**src/rtl/chan_window_decoder.sv**
```systemverilog
module chan_window_decoder #(
  parameter int N_CH      = 14,
  parameter int AW        = 12,
  parameter int DW        = 32,
  parameter int WIN_BYTES = 64,
  parameter int LOW_CNT   = 7,
  parameter int LOW_SLOT  = 1,
  parameter int HIGH_SLOT = 12
) (
  input  logic              clk,
  input  logic              rst_n,
  input  logic [AW-1:0]     host_addr,
  input  logic [DW-1:0]     host_wdata,
  input  logic              host_we,
  input  logic              host_re,
  output logic [DW-1:0]     host_rdata,
  output logic [N_CH-1:0]   ch_sel,
  output logic [N_CH-1:0]   ch_we,
  output logic [N_CH-1:0]   ch_re,
  output logic [$clog2(WIN_BYTES)-3:0] ch_addr,
  output logic [DW-1:0]     ch_wdata,
  input  logic [N_CH*DW-1:0] ch_rdata,
  input  logic [N_CH-1:0]   ch_raise,
  input  logic [N_CH-1:0]   ch_active,
  output logic              irq
);
  localparam int OFS_W  = $clog2(WIN_BYTES);
  localparam int SLOT_W = AW - OFS_W;
  localparam int WORD_W = OFS_W - 2;

  logic [SLOT_W-1:0] slot;
  logic [WORD_W-1:0] word_ofs;
  logic [N_CH-1:0]   hit;
  logic              glob_hit;
  logic [N_CH-1:0]   gsts;
  logic [DW-1:0]     rd_next;
  logic              unused_lsb;

  assign slot       = host_addr[AW-1:OFS_W];
  assign word_ofs   = host_addr[OFS_W-1:2];
  assign glob_hit   = (slot == '0);
  assign unused_lsb = ^host_addr[1:0];

  for (genvar i = 0; i < N_CH; i++) begin : g_dec
    localparam int SL = (i < LOW_CNT) ? i + LOW_SLOT : i - LOW_CNT + HIGH_SLOT;
    assign hit[i] = (slot == SLOT_W'(SL));
  end

  assign ch_sel   = hit;
  assign ch_we    = hit & {N_CH{host_we}};
  assign ch_re    = hit & {N_CH{host_re}};
  assign ch_addr  = word_ofs;
  assign ch_wdata = host_wdata;

  always_comb begin
    rd_next = '1;
    if (glob_hit && word_ofs == '0) rd_next = DW'(gsts);
    for (int i = 0; i < N_CH; i++)
      if (hit[i]) rd_next = ch_rdata[i*DW +: DW];
  end

  always_ff @(posedge clk) begin
    if (!rst_n) begin
      host_rdata <= '0;
      gsts       <= '0;
    end else begin
      if (host_re) host_rdata <= rd_next;
      gsts <= (gsts | ch_raise) & ch_active;
    end
  end

  assign irq = |gsts;

  p_onehot_sel_r1: assert property (@(posedge clk) disable iff (!rst_n)
    $onehot0(ch_sel));

  p_pool_hole_r4: assert property (@(posedge clk) disable iff (!rst_n)
    (host_addr >= AW'('h200) && host_addr < AW'('h300)) |-> (ch_sel == '0));

  p_glob_no_strobe_r6: assert property (@(posedge clk) disable iff (!rst_n)
    (host_we && host_addr < AW'(WIN_BYTES)) |-> (ch_we == '0));

  p_rdata_hold_r11: assert property (@(posedge clk) disable iff (!rst_n)
    !host_re |=> $stable(host_rdata));

  for (genvar i = 0; i < N_CH; i++) begin : g_chk
    p_set_r7: assert property (@(posedge clk) disable iff (!rst_n)
      (ch_raise[i] && ch_active[i]) |=> gsts[i]);
    p_clear_r8: assert property (@(posedge clk) disable iff (!rst_n)
      !ch_active[i] |=> !gsts[i]);
    p_irq_r9: assert property (@(posedge clk) disable iff (!rst_n)
      (ch_raise[i] && ch_active[i]) |=> irq);
  end
endmodule

```
**config.mk**
```make
export PLATFORM = sky130hd
export DESIGN_NAME = chan_window_decoder
export DESIGN_NICKNAME = d
export VERILOG_FILES = /design/src/rtl/chan_window_decoder.sv
export SDC_FILE = /design/constraint.sdc
export NUM_CORES = 1
export LEC_CHECK = 0
export BUFFER_PORTS_ARGS = -buffer_cell sky130_fd_sc_hd__buf_2
export CAP_MARGIN = 0
export CORE_AREA = 4 4 241 243
export DETAILED_ROUTE_END_ITERATION = 8
export DIE_AREA = 0 0 245 247
export PLACE_DENSITY = 0.37
export SLEW_MARGIN = 10
export SYNTH_ARGS = -nofsm -noshare
export SYNTH_HDL_FRONTEND = slang
export SYNTH_SLANG_ARGS = --single-unit
```
**constraint.sdc**
```tcl
create_clock -name clk -period 7.3 [get_ports clk]
set_input_delay 1.825 -clock clk [delete_from_list [all_inputs] [get_ports clk]]
set_output_delay 1.825 -clock clk [all_outputs]
set_load 0.005 [all_outputs]
```
==> summary.md <==
| Metric | Value |
|---|---|
| Outcome | finished clean |
| Most frequent cells in the layout | 568 x buf_2, 103 x nor2_1, 93 x o22ai_1 |
| PostCTS Resize Cnt | 0 |
| LEAKAGE | 0.00457 uW |
| Global-route wire length before repair | 79.2 mm |
| Synthesized area per cell | 6.75 um2 |
| Via count | 9549 |
| Setup Crit Path Kind | in -> out |
| Worst Path Arrival | 3.84 ns |
| Initial Utilization | 10.3% |
| Reg area | 921 um2 |
| DR WL/cell | 28.6 um |
| Register area share after synthesis | 16.0% |
| Die width | 245 um |
| Largest net degree at the start of global routing | 50 |
| Synth area leader | dfxtp_1 |
| # IOs | 635 |
| 1st-iter DRT viols | 575 |
| Vias per Instance | 4.53 |
| Reg2Reg Launch Point | gsts[13] |
| Net Count, Synth | 1377 |
| Pwr dens | 102 nW/um2 |
| Share of async-settable or async-resettable flops after synthesis | 0% |
| Area after DPL | 9260 um2 |
| RSZ-0062 raised after global routing | false |
| #FFs+latches synth | 46 |
| TritonCTS buffer count | 5 |
| Max transition margin | 22.2% |
| Most common cell after layout, fill and taps aside | buf_2 |
| Vias in the first global route | 9869 |
| Final Setup Violations | 0 |
| Hold Crit Class | reg -> reg |
| Placer's final routability congestion estimate | 0.784 |
| Final period utilization | 77.6% |
| Multi-input gate area | 4180 um2 |
| DRC viols | 0 |
| Most used DFF post-synth | dfxtp_1 |
| Final Util | 16.9% |
| Hold Buf Count CTS | 0 |
| Total GRT Usage | 18.8% |
| Worst Setup Start Kind | input port |
| Mapped Area | 5760 um2 |
| Top post-synthesis cells by area | dfxtp_1 16%, o22ai_1 10%, nor2_1 6.7%, a21oi_1 5.4%, buf_4 5.3% |
| H-tree lvl count | 2 |
| Max-Cap Viols | 0 |
| Die H | 247 um |
| Setup bufs post-CTS | 0 |
| I/O Buffers | 568 |
| Layout cell share with drive strength beyond 1 | 49.1% |
| Final net count | 1872 |
| Clock skew | 0.0169 ns |
| Final min period | 5.67 ns |
| Synth top area share | 16.0% |
| Die Area | 60500 um2 |
| Antenna Nets Post-Route | 0 |
| Cell Rows | 87 |
| Mapped Cells | 853 |
| P&R area growth vs syn | 63.9% |
| WP data required | 5.48 ns |
| Fill cell total of the finished layout | 6631 |
| Reg2reg setup slack | 5.30 ns |
| Clock buffer depth | 2 |
| Design area | 9440 um2 |
| Post-synth EDFFs | 0 |
| Crit end category | output port |
| Max VDD drop | 0.0848 mV |
| Clock-pin transition on the worst setup and hold timing paths | 0.08 ns |
| Synth warn | 0 |
| Reg-to-Reg End | host_rdata[13] |
| DP Wirelength | 49.2 mm |
| DR pass1 iterations | 5 |
| Worst Setup SP | host_addr[8] |
| Root Driver | clkbuf_16 |
| Worst Tran Pin Value | 1.16 ns |
| Final hold vios | 0 |
| Core area | 56000 um2 |
| Initial antenna violation count | 24 |
| Setup TNS | 0 ns |
| Worst Hold Slack | 0.517 ns |
| Max-slew violations | 0 |
| Peak Freq | 0.176 GHz |
| Total Wirelength | 60.3 mm |
| Later-pin clock latency in the skew report | 0.34 ns |
| Crit path to | ch_we[5] |
| Unique masters post-synth | 66 |
| Remaining Overflow, GRT | 0 |
| Worst reg-to-reg path cell count | 4 |
| Clock Sinks | 46 |
| TritonCTS clock tree | built |
| Maximum fanout along the worst path | 18 |
sequential cells by signal, summed over array words and instances (netlist names):
signal      count
gsts           14
host_rdata     32
Yosys cell counts (4+ instances only):
library cell  instances
a2111oi_0             6
a211oi_1             16
a21boi_1              5
a21oi_1              62
a221o_1               5
a221oi_1             16
a222oi_1              7
a22oi_1              13
a2bb2oi_1             4
a31oi_1               8
and3_1                8
buf_1                11
buf_2                28
buf_4                41
clkbuf_1             39
dfxtp_1              46
inv_1                 9
inv_2                 6
mux2_2               11
mux2i_1               7
nand2_1              61
nand3_1              17
nand3b_1              4
nand4_1               9
nor2_1              103
nor2b_1               5
nor3_1               16
nor4_1               10
o2111ai_1             7
o211a_1              14
o211ai_1             20
o21ai_0              58
o21ai_1               4
o221ai_1             22
o22ai_1              93
o31ai_1               7
or2_2                 4
or3_1                 5
or4_1                 6
metal layers:
layer / part of all wire, % / GRT usage (%) / vias up / wire length (um)
met3: 7.1 / 3.78 / 98 / 4290
li1: - / - / 4309 / -
met4: 3.2 / 6.16 / 4 / 1930
met1: 45 / 25.3 / 4556 / 27100
met5: 0.045 / 0 / - / 27
met2: 45 / 30.1 / 582 / 27000
worst min path at each step:
stage	startpoint	to	slack, ns	cells after the start
after detailed placement	host_rdata[3]	host_rdata[3]	0.48	2
after CTS	host_rdata[10]	host_rdata[10]	0.51	2
final	host_rdata[7]	host_rdata[7]	0.52	2
after floorplan	host_rdata[25]	host_rdata[25]	0.48	2
after global routing	host_rdata[3]	host_rdata[3]	0.52	2
after global placement	host_rdata[3]	host_rdata[3]	0.48	2
through the flow:
stage / power [uW] / std cells / setup slack [ns]
after global placement: 642 / 2097 / 1.66
final: 966 / 2110 / 1.63
after detailed placement: 644 / 2097 / 1.63
after floorplan: 414 / 853 / 2.33
after global routing: 1020 / 2107 / 1.49
after CTS: 986 / 2105 / 1.62
cell families after synthesis:
family	Yosys count	synth area share, %
flops	46	16.0
buf+inv	137	12.2
compound gates	389	46.4
simple gates	263	22.0
mux	18	3.37
cell type report:
class / instances / area share (%)
Multi-Input combinational cell: 670 / 44.3
Timing Repair Buffer: 607 / 33.2
Tap cell: 756 / 10.0
Sequential cell: 46 / 9.75
Clock buffer: 5 / 1.33
Inverter: 18 / 0.729
Clock inverter: 3 / 0.517
Antenna cell: 5 / 0.133
power breakdown:
group,internal [uW],switching (uW),total (uW)
clock,166,164,330
sequential,271,13.8,285
combinational,164,187,352
worst max-delay path: stages:
cell	delay, ns
buf_2	0.25
nor2b_1	0.49
nand2_1	0.80
nor2_1	0.30
buf_2	0.15
(Power assumes the default switching activity.)
